File: src/rtl/xpt_cfg_pkg.sv
package xpt_cfg_pkg;
  localparam int BYTE_W = 8;
  localparam int BITCNT_W = 4;

  typedef enum logic [2:0] {
    ST_IDLE,
    ST_ADDR,
    ST_AACK,
    ST_WDAT,
    ST_WACK,
    ST_RDAT,
    ST_RACK
  } xfer_st_e;
endpackage

File: src/rtl/i2c_line_sync.sv
module i2c_line_sync #(
  parameter int STAGES = 2
) (
  input  logic clk,
  input  logic rst_n,
  input  logic scl_i,
  input  logic sda_i,
  output logic sda_s,
  output logic scl_rise,
  output logic scl_fall,
  output logic start_p,
  output logic stop_p
);
  logic [STAGES-1:0] scl_sh;
  logic [STAGES-1:0] sda_sh;
  logic scl_d, sda_d, scl_s;

  generate
    if (STAGES == 1) begin : g_one
      always_ff @(posedge clk or negedge rst_n) begin
        if (!rst_n) begin
          scl_sh <= '1;
          sda_sh <= '1;
        end else begin
          scl_sh[0] <= scl_i;
          sda_sh[0] <= sda_i;
        end
      end
    end else begin : g_many
      always_ff @(posedge clk or negedge rst_n) begin
        if (!rst_n) begin
          scl_sh <= '1;
          sda_sh <= '1;
        end else begin
          scl_sh <= {scl_sh[STAGES-2:0], scl_i};
          sda_sh <= {sda_sh[STAGES-2:0], sda_i};
        end
      end
    end
  endgenerate

  assign scl_s = scl_sh[STAGES-1];
  assign sda_s = sda_sh[STAGES-1];

  always_ff @(posedge clk or negedge rst_n) begin
    if (!rst_n) begin
      scl_d <= 1'b1;
      sda_d <= 1'b1;
    end else begin
      scl_d <= scl_s;
      sda_d <= sda_s;
    end
  end

  assign scl_rise = scl_s & ~scl_d;
  assign scl_fall = ~scl_s & scl_d;
  // data edges while the clock stays high mark bus conditions
  assign start_p  = scl_s & scl_d & sda_d & ~sda_s;
  assign stop_p   = scl_s & scl_d & ~sda_d & sda_s;
endmodule

File: src/rtl/cfg_regfile.sv
module cfg_regfile #(
  parameter int NREG = 16,
  parameter int IDXW = 5
) (
  input  logic                           clk,
  input  logic                           rst_n,
  input  logic                           we,
  input  logic [IDXW-1:0]                widx,
  input  logic [xpt_cfg_pkg::BYTE_W-1:0] wdata,
  input  logic [IDXW-1:0]                rd_idx,
  output logic [xpt_cfg_pkg::BYTE_W-1:0] rd_data,
  output logic [NREG*xpt_cfg_pkg::BYTE_W-1:0] cfg_flat
);
  import xpt_cfg_pkg::*;
  localparam int SELW = (NREG > 1) ? $clog2(NREG) : 1;
  localparam logic [IDXW-1:0] LIMIT = IDXW'(NREG);

  logic [BYTE_W-1:0] mem [NREG];
  logic [SELW-1:0] wsel, rsel;

  assign wsel = widx[SELW-1:0];
  assign rsel = rd_idx[SELW-1:0];

  always_ff @(posedge clk or negedge rst_n) begin
    if (!rst_n) begin
      for (int i = 0; i < NREG; i++) mem[i] <= '0;
    end else if (we && (widx < LIMIT)) begin
      mem[wsel] <= wdata;
    end
  end

  assign rd_data = (rd_idx < LIMIT) ? mem[rsel] : '0;

  generate
    for (genvar g = 0; g < NREG; g++) begin : g_flat
      assign cfg_flat[g*BYTE_W +: BYTE_W] = mem[g];
    end
  endgenerate
endmodule

File: src/rtl/i2c_block_fsm.sv
module i2c_block_fsm #(
  parameter int          NREG    = 16,
  parameter int          IDXW    = 5,
  parameter logic [4:0]  ADDR_HI = 5'b10110
) (
  input  logic                           clk,
  input  logic                           rst_n,
  input  logic                           scl_rise,
  input  logic                           scl_fall,
  input  logic                           start_p,
  input  logic                           stop_p,
  input  logic                           sda_s,
  input  logic [1:0]                     strap_a,
  input  logic [xpt_cfg_pkg::BYTE_W-1:0] rd_data,
  output logic [IDXW-1:0]                rd_idx,
  output logic                           we,
  output logic [IDXW-1:0]                widx,
  output logic [xpt_cfg_pkg::BYTE_W-1:0] wdata,
  output logic                           sda_oe
);
  import xpt_cfg_pkg::*;
  localparam logic [IDXW-1:0] LIMIT = IDXW'(NREG);

  xfer_st_e            st;
  logic [BITCNT_W-1:0] cnt;
  logic [BYTE_W-1:0]   sh, tx;
  logic [IDXW-1:0]     idx, nidx;
  logic                rw, mack;
  logic [BYTE_W-1:0]   load_byte;

  // next index saturates at NREG, which reads as released bus
  assign nidx      = (idx < LIMIT) ? idx + IDXW'(1) : idx;
  assign rd_idx    = (st == ST_RACK) ? nidx : idx;
  assign load_byte = (rd_idx < LIMIT) ? rd_data : '1;

  always_ff @(posedge clk or negedge rst_n) begin
    if (!rst_n) begin
      st     <= ST_IDLE;
      cnt    <= '0;
      sh     <= '0;
      tx     <= '1;
      idx    <= '0;
      rw     <= 1'b0;
      mack   <= 1'b0;
      we     <= 1'b0;
      widx   <= '0;
      wdata  <= '0;
      sda_oe <= 1'b0;
    end else begin
      we <= 1'b0;
      if (start_p) begin
        st     <= ST_ADDR;
        cnt    <= '0;
        idx    <= '0;
        sda_oe <= 1'b0;
      end else if (stop_p) begin
        st     <= ST_IDLE;
        sda_oe <= 1'b0;
      end else begin
        unique case (st)
          ST_IDLE: ;
          ST_ADDR: begin
            if (scl_rise) begin
              sh  <= {sh[BYTE_W-2:0], sda_s};
              cnt <= cnt + 1'b1;
            end else if (scl_fall && cnt == 4'd8) begin
              if (sh[BYTE_W-1:1] == {ADDR_HI, strap_a}) begin
                rw     <= sh[0];
                sda_oe <= 1'b1;
                st     <= ST_AACK;
              end else begin
                st <= ST_IDLE;
              end
            end
          end
          ST_AACK: begin
            if (scl_fall) begin
              cnt <= '0;
              if (rw) begin
                tx     <= load_byte;
                sda_oe <= ~load_byte[BYTE_W-1];
                st     <= ST_RDAT;
              end else begin
                sda_oe <= 1'b0;
                st     <= ST_WDAT;
              end
            end
          end
          ST_WDAT: begin
            if (scl_rise) begin
              sh  <= {sh[BYTE_W-2:0], sda_s};
              cnt <= cnt + 1'b1;
            end else if (scl_fall && cnt == 4'd8) begin
              if (idx < LIMIT) begin
                we     <= 1'b1;
                widx   <= idx;
                wdata  <= sh;
                sda_oe <= 1'b1;
                idx    <= idx + IDXW'(1);
              end
              st <= ST_WACK;
            end
          end
          ST_WACK: begin
            if (scl_fall) begin
              sda_oe <= 1'b0;
              cnt    <= '0;
              st     <= ST_WDAT;
            end
          end
          ST_RDAT: begin
            if (scl_fall) begin
              if (cnt == 4'd7) begin
                sda_oe <= 1'b0;
                st     <= ST_RACK;
              end else begin
                tx     <= {tx[BYTE_W-2:0], 1'b1};
                sda_oe <= ~tx[BYTE_W-2];
                cnt    <= cnt + 1'b1;
              end
            end
          end
          ST_RACK: begin
            if (scl_rise) begin
              mack <= ~sda_s;
            end else if (scl_fall) begin
              if (mack) begin
                idx    <= nidx;
                tx     <= load_byte;
                sda_oe <= ~load_byte[BYTE_W-1];
                cnt    <= '0;
                st     <= ST_RDAT;
              end else begin
                st <= ST_IDLE;
              end
            end
          end
          default: st <= ST_IDLE;
        endcase
      end
    end
  end
endmodule

File: src/rtl/xpt_cfg_i2c_slave.sv
module xpt_cfg_i2c_slave #(
  parameter int         NREG        = 16,
  parameter logic [4:0] ADDR_HI     = 5'b10110,
  parameter int         SYNC_STAGES = 2
) (
  input  logic                   clk,
  input  logic                   rst_n,
  input  logic [1:0]             strap_a,
  input  logic                   scl_i,
  input  logic                   sda_i,
  output logic                   sda_oe,
  output logic [NREG*8-1:0]      cfg_bytes
);
  import xpt_cfg_pkg::*;
  localparam int IDXW = $clog2(NREG + 1);

  logic sda_s, scl_rise, scl_fall, start_p, stop_p;
  logic reg_we;
  logic [IDXW-1:0] reg_widx, rd_idx;
  logic [BYTE_W-1:0] reg_wdata, rd_data;

  i2c_line_sync #(.STAGES(SYNC_STAGES)) u_sync (
    .clk(clk), .rst_n(rst_n), .scl_i(scl_i), .sda_i(sda_i),
    .sda_s(sda_s), .scl_rise(scl_rise), .scl_fall(scl_fall),
    .start_p(start_p), .stop_p(stop_p)
  );

  i2c_block_fsm #(.NREG(NREG), .IDXW(IDXW), .ADDR_HI(ADDR_HI)) u_fsm (
    .clk(clk), .rst_n(rst_n), .scl_rise(scl_rise), .scl_fall(scl_fall),
    .start_p(start_p), .stop_p(stop_p), .sda_s(sda_s), .strap_a(strap_a),
    .rd_data(rd_data), .rd_idx(rd_idx), .we(reg_we), .widx(reg_widx),
    .wdata(reg_wdata), .sda_oe(sda_oe)
  );

  cfg_regfile #(.NREG(NREG), .IDXW(IDXW)) u_regs (
    .clk(clk), .rst_n(rst_n), .we(reg_we), .widx(reg_widx),
    .wdata(reg_wdata), .rd_idx(rd_idx), .rd_data(rd_data),
    .cfg_flat(cfg_bytes)
  );
endmodule

File: config.mk
export PLATFORM = sky130hd
export DESIGN_NAME = xpt_cfg_i2c_slave
export DESIGN_NICKNAME = d
export VERILOG_FILES = /design/src/rtl/xpt_cfg_pkg.sv /design/src/rtl/i2c_line_sync.sv /design/src/rtl/cfg_regfile.sv /design/src/rtl/i2c_block_fsm.sv /design/src/rtl/xpt_cfg_i2c_slave.sv
export SDC_FILE = /design/constraint.sdc
export NUM_CORES = 1
export LEC_CHECK = 0
export BUFFER_PORTS_ARGS = -buffer_cell sky130_fd_sc_hd__buf_4
export CORE_ASPECT_RATIO = 0.8
export CORE_MARGIN = 2
export CORE_UTILIZATION = 50
export DETAILED_ROUTE_END_ITERATION = 7
export GPL_ROUTABILITY_DRIVEN = 0
export HOLD_SLACK_MARGIN = 0.08
export PLACE_DENSITY_LB_ADDON = 0.08
export SLEW_MARGIN = 20
export SYNTH_ARGS = -nofsm -noshare
export SYNTH_HDL_FRONTEND = slang
export SYNTH_SLANG_ARGS = --single-unit
File: constraint.sdc
create_clock -name clk -period 3.9 [get_ports clk]
set_clock_uncertainty 0.2 [all_clocks]
set_input_delay 0.195 -clock clk [delete_from_list [all_inputs] [get_ports clk]]
set_output_delay 0.195 -clock clk [all_outputs]
set_load 0.01 [all_outputs]
==> results.py, run 1 <==
metrics = {
    "grt": {
        "grt.total_usage": 0.2943,
        "met2_usage": 0.4509,
        "grt_busiest_layer": "met2",
        "met3_usage": 0.06525,
        "grt_max_degree": 112,
        "antenna_found_initial": 0,
        "grt_overflow_total": 0,
        "grt_pass1_wl_um": 44600,
        "grt_pass1_vias": 7575,
        "use_met1": 0.4273,
    },
    "die": {
        "start_util": 0.5152,
        "io_pins": 135,
        "die_x_um": 157.7,
        "die_area_um2": 20010,
        "dieHeight_um": 126.9,
        "rows": 44,
        "core_area_um2": 18330,
    },
    "outcome": {
        "violations": "design-rule violations",
        "status": "finished, violations left",
    },
    "power_and_ir_drop": {
        "leakagePower_uw": 0.005445,
        "peakVddDrop_mv": 0.2740,
        "power_density_nw_per_um2": 441.2,
    },
    "clocking": {
        "cts_max_level": 4,
        "clock_sinks": 178,
        "path_clk_slew_ps": 70,
        "clockBufferDepth": 2,
        "cts_buffers": 17,
        "tritoncts": "yes",
        "cts_resized": 0,
        "cts-root-buf": "clkbuf_16",
        "clock_latency_ps": 440,
    },
    "sta": {
        "whs_ps": 154.4,
        "final.setup.tns_ps": 0,
        "rsz0062_at_grt": "no",
        "maxSlewViolCount": 0,
        "min_period_ps": 3269,
        "worst_pin_slew_ps": 1029,
        "fmaxAchievable_ghz": 0.3059,
        "min_period_over_period": 0.8383,
        "hold_viol": 0,
        "relSlewSlack": 0.3117,
        "setup_viol_count_final": 0,
    },
    "routing": {
        "via_count": 7709,
        "ant_nets": 0,
        "viasPerCell": 6.355,
        "wire_per_inst_um": 23.56,
        "dr.pass1.iters": 8,
        "drt-total-wl_um": 28580,
        "drtIter0Drc": 834,
        "drc": 10,
    },
    "logic_synthesis": {
        "ys_warn_count": 0,
        "syn-cell-area_um2": 9444,
        "syn_nets": 837,
        "ys_seq_area_frac": 0.4734,
        "ys_seq_elements": 178,
        "synth_enable_flop_cells": 0,
        "ys_async_sr_fraction": 1.000,
        "synth.distinct_cells": 79,
        "ys.flop_type": "dfrtp_1",
        "synthCells": 828,
        "synth.avg_cell_area_um2": 11.41,
    },
    "hold_path": {
        "hold_path.class": "reg -> reg",
        "hold_depth": 0,
    },
    "worst_setup_path": {
        "cp_top_family": "simple AND/OR/NAND/NOR gates",
        "slowest_delay_ps": 650,
        "reg2reg_depth": 7,
        "cp_max_fo": 20,
        "crit_path_cell_trace": "and4bb_1, nand2_1, o221ai_1, o21ai_0, and4_1, nor4_1, a2bb2oi_1",
        "start_kind": "flop",
        "cp_slowest_cell": "dfrtp_1",
        "path_depth": 7,
        "crit_buf_inv": 0,
        "reg2reg_slack_ps": 630,
        "arrival_ps": 3420,
        "worstPathRequired_ps": 4050,
        "end_kind": "flop",
        "crit_type": "reg -> reg",
    },
    "final_layout": {
        "final_nets": 957,
        "layout-drive-gt1-share": 0.3844,
        "syn_to_final_growth_pct": 19.32,
        "diodes": 0,
        "final_common_cell": "dfrtp_1",
        "final_cell_mix": "dfrtp_1, mux2_2, buf_4",
        "fillers": 1484,
    },
    "place": {
        "portBuffers": 134,
        "dp_hpwl_um": 20370,
    },
    "run": {
        "maxCapViolations": 0,
    },
}
area by class of cell:
type | count | area (µm²) | share of cell area
Multi-Input combinational cell | 583 | 4663 | 0.4138
Sequential cell | 178 | 4472 | 0.3968
Timing Repair Buffer | 154 | 1170 | 0.1038
Clock buffer | 21 | 470.5 | 0.04175
Tap cell | 253 | 316.6 | 0.02809
Clock inverter | 10 | 123.9 | 0.01099
Inverter | 14 | 52.55 | 0.004664
timing repair:
| item | in CTS | in global routing |
|---|---|---|
| hold endpoints to repair | 102 | 0 |
| setup buffers | 0 | 0 |
| hold buffers | 3 | 0 |
flip-flops by register name, summed over array words and instances, names as in the netlist, 2 cells and up:
name	flops
u_fsm.st	3
u_fsm.cnt	4
u_sync.sda_sh	2
u_sync.scl_sh	2
u_fsm.sh	8
u_fsm.widx	5
u_fsm.idx	5
u_fsm.tx	7
u_fsm.wdata	8
u_regs.cfg_flat	128
through the flow:
| step | setup WS, ps | std cells | cell area, µm² | utilization | power, µW |
|---|---|---|---|---|---|
| after floorplan | 1558 | 828 | 9444 | - | 2912 |
| after global placement | 824.1 | 1179 | 10640 | 0.5805 | 3198 |
| after detailed placement | 694.0 | 1179 | 10640 | 0.5805 | 3236 |
| after CTS | 684.5 | 1213 | 11270 | 0.6145 | 4965 |
| after global routing | 385.1 | 1213 | 11270 | 0.6147 | 5178 |
| final | 630.7 | 1213 | 11270 | 0.6147 | 4971 |
cells by family after synthesis:
logic type,after synthesis,synth area share
xor+xnor,6,0.006360
mux,195,0.2385
compound gates,189,0.1394
buf+inv,67,0.03285
fa+ha+maj,3,0.003975
flops,178,0.4734
simple gates,190,0.1056
cell usage after synthesis (5+ instances only):
cell type	n	area [µm²]
inv_1	12	45.04
and2_1	8	50.05
nand2b_1	8	50.05
o21a_1	5	37.54
o21ai_0	33	165.2
and3_1	7	43.79
o22ai_1	32	200.2
mux4_2	9	202.7
a211oi_1	18	135.1
dfrtp_1	165	4129
nand2_1	55	206.5
clkbuf_1	24	90.09
mux2i_1	36	360.4
o211ai_1	5	37.54
a221oi_1	15	131.4
dfstp_2	13	341.6
nor2_1	44	165.2
or3_1	5	31.28
a21o_1	6	45.04
nor3_1	12	60.06
mux2_2	150	1689
nor2b_1	7	43.79
a21oi_1	22	110.1
o22a_1	5	43.79
nand3_1	13	65.06
o221ai_1	8	70.07
buf_2	22	110.1
metal layers:
| metal | share of wire | vias to the layer above |
|---|---|---|
| met5 | 0 | - |
| met4 | 0.014 | 0 |
| met3 | 0.089 | 35 |
| met2 | 0.46 | 366 |
| met1 | 0.44 | 3933 |
| li1 | - | 3375 |
power by group:
group | internal [µW] | switching (µW) | total, µW
clock network | 997 | 734 | 1730
logic | 448 | 752 | 1200
registers | 1950 | 94.3 | 2040
worst paths after layout:
| path | start | end |
|---|---|---|
| min in group asynchronous | rst_n | u_fsm.sh[6] |
| min reg2reg | u_sync.scl_sh[0] | u_sync.scl_sh[1] |
| min | u_sync.scl_sh[0] | u_sync.scl_sh[1] |
| max in group asynchronous | rst_n | u_regs.cfg_flat[44] |
| max reg2reg | u_fsm.st[1] | u_fsm.sda_oe |
| max | u_fsm.st[1] | u_fsm.sda_oe |
(Power assumes the default switching activity.)
==> run 2: changes to the inputs <==
==> constraint.sdc (replaced) <==
create_clock -name clk -period 3.05 [get_ports clk]
set_clock_uncertainty 0.2 [all_clocks]
set_input_delay 0.1525 -clock clk [delete_from_list [all_inputs] [get_ports clk]]
set_output_delay 0.1525 -clock clk [all_outputs]
set_load 0.01 [all_outputs]
==> run 2 against run 1 <==
Flip-flop and latch count stayed put. Global-route usage grew 0.94 points. Combinational power grew 33%. Critical path depth grew 1. The run now ends clean. Worst setup slack worse by 310 ps. Wire length is 3.9% higher. Non-clock buffer count up 17. Clock power rose by 24%.
==> results.py, run 2 (synthesized netlist as in run 1, its figures left out) <==
metrics = {
    "die": {
        "io_pins": 135,
        "rows": 44,
        "dieHeight_um": 126.9,
        "die_x_um": 157.7,
        "start_util": 0.5152,
        "core_area_um2": 18330,
        "die_area_um2": 20010,
    },
    "power_and_ir_drop": {
        "swShare": 0.3282,
        "p_switching_uw": 2080,
        "combPwrFrac": 0.251,
        "intPower_uw": 4258,
        "power_density_nw_per_um2": 555.9,
        "peakVddDrop_mv": 0.4023,
        "p_clk_frac": 0.337,
        "pwr-share-seq": 0.411,
        "power_uw": 6338,
        "leakagePower_uw": 0.005521,
    },
    "sta": {
        "fmaxAchievable_ghz": 0.3663,
        "relSlewSlack": 0.3662,
        "maxSlewViolCount": 0,
        "setup_viol_count_final": 0,
        "final.setup.tns_ps": 0,
        "hold_viol": 0,
        "rsz0062_at_grt": "no",
        "min_period_ps": 2730,
        "min_period_over_period": 0.8950,
        "worst_pin_slew_ps": 946.6,
    },
    "grt": {
        "grt_overflow_total": 0,
        "grt.total_usage": 0.3036,
        "antenna_found_initial": 0,
        "grt_max_degree": 79,
        "grt_pass1_vias": 7800,
        "grt_pass1_wl_um": 45470,
    },
    "hold_path": {
        "hold_path.class": "in -> reg",
    },
    "run": {
        "maxCapViolations": 0,
    },
    "place": {
        "dp_hpwl_um": 21200,
        "portBuffers": 134,
    },
    "routing": {
        "via_count": 7908,
        "drt-total-wl_um": 29690,
        "drc": 0,
        "drtIter0Drc": 885,
        "wire_per_inst_um": 24.12,
        "dr.pass1.iters": 6,
        "ant_nets": 0,
        "viasPerCell": 6.424,
    },
    "worst_setup_path": {
        "crit_path_cell_trace": "nand4bb_1, buf_4, nand2_1, o221ai_1, o21ai_0, and4_1, nor4_1, a2bb2oi_1",
        "critPathLaunch": "u_fsm.st[0]",
        "r2r-start": "u_fsm.st[0]",
        "cp_max_fo": 25,
        "reg2reg_depth": 8,
        "slowest_delay_ps": 530,
        "reg2reg_slack_ps": 320,
        "worstPathRequired_ps": 3210,
        "arrival_ps": 2890,
        "crit_type": "reg -> reg",
        "cp_slowest_cell": "dfrtp_1",
        "end_kind": "flop",
        "cp-endpoint": "u_fsm.sda_oe",
        "start_kind": "flop",
        "rr_endpoint": "u_fsm.sda_oe",
    },
    "clocking": {
        "path_clk_slew_ps": 70,
        "post_cts_buffers": 0,
        "cts_buffers": 17,
        "clockBufferDepth": 2,
        "cts-root-buf": "clkbuf_16",
        "clock_sinks": 178,
        "tritoncts": "yes",
        "clock_latency_ps": 440,
        "cts_max_level": 4,
    },
    "final_layout": {
        "diodes": 0,
        "final_nets": 974,
        "syn_to_final_growth_pct": 20.72,
        "largest_reg_flops": 128,
        "final_cell_mix": "buf_4, dfrtp_1, mux2_2",
        "layout-drive-gt1-share": 0.3957,
    },
    "outcome": {
        "status": "finished clean",
    },
}
## run 2: layout make-up
cell class              count  area [µm²]
repair buffers            171        1323
flip-flops and latches    178        4472
inverters                  14       52.55
clock buffers              19       442.9
well taps                 253       316.6
clock inverters            13       128.9
multi-input cells         583        4666
fillers                  1476        6932
## run 2: worst min-delay path by stage
stage	from	endpoint	slack, ps	cells after the start
floorplan	rst_n	u_fsm.cnt[0]	-340	0
global placement	rst_n	u_fsm.sh[2]	-30	1
detailed placement	rst_n	u_fsm.sh[5]	-30	1
CTS	strap_a[1]	u_fsm.rw	130	6
global route	sda_i	u_sync.sda_sh[0]	150	2
finish	strap_a[1]	u_fsm.rw	150	6
## run 2: per-layer routing
layer	part of all wire	vias to the layer above	track usage
met2	0.45	434	0.4642
met5	0	-	0
li1	-	3399	-
met1	0.43	4004	0.4243
met4	0.025	0	0.09840
met3	0.092	71	0.07824
## run 2: power by group through the flow
stage / Clock [µW] / Combinational (µW) / Sequential [µW]
global placement: 0 / 1490 / 2630
CTS: 2170 / 1550 / 2600
global route: 2270 / 1720 / 2620
floorplan: 0 / 1130 / 2590
detailed placement: 0 / 1540 / 2640
finish: 2140 / 1590 / 2610
## run 2: critical path, delay by kind of cell (launching register included)
kind	cells	cell delay, ps
and+or+nand+nor	4	1040
AOI/OAI and AO/OA	3	580
DFF	1	530
buffers and inverters	1	310
## run 2: through the flow
| stage | hold WS, ps | cell area, µm² | setup slack (ps) | utilization | instances |
|---|---|---|---|---|---|
| 2_1_floorplan | -343.1 | 9444 | 707.8 | - | 828 |
| 3_3_place_gp | -31.96 | 10770 | 395.6 | 0.5873 | 1194 |
| 3_5_place_dp | -25.36 | 10770 | 340.0 | 0.5873 | 1194 |
| 4_1_cts | 130.3 | 11400 | 333.1 | 0.6218 | 1231 |
| 5_1_grt | 152.5 | 11400 | 90.59 | 0.6219 | 1231 |
| 6_report | 146.7 | 11400 | 320.1 | 0.6219 | 1231 |
## run 2: repair_timing
| item | 4_1_cts | 5_1_grt |
|---|---|---|
| gates resized for setup | 0 | 1 |
| hold buffers | 5 | 0 |
| endpoints found under the setup margin | 0 | 1 |
| hold endpoints to repair | 135 | 0 |
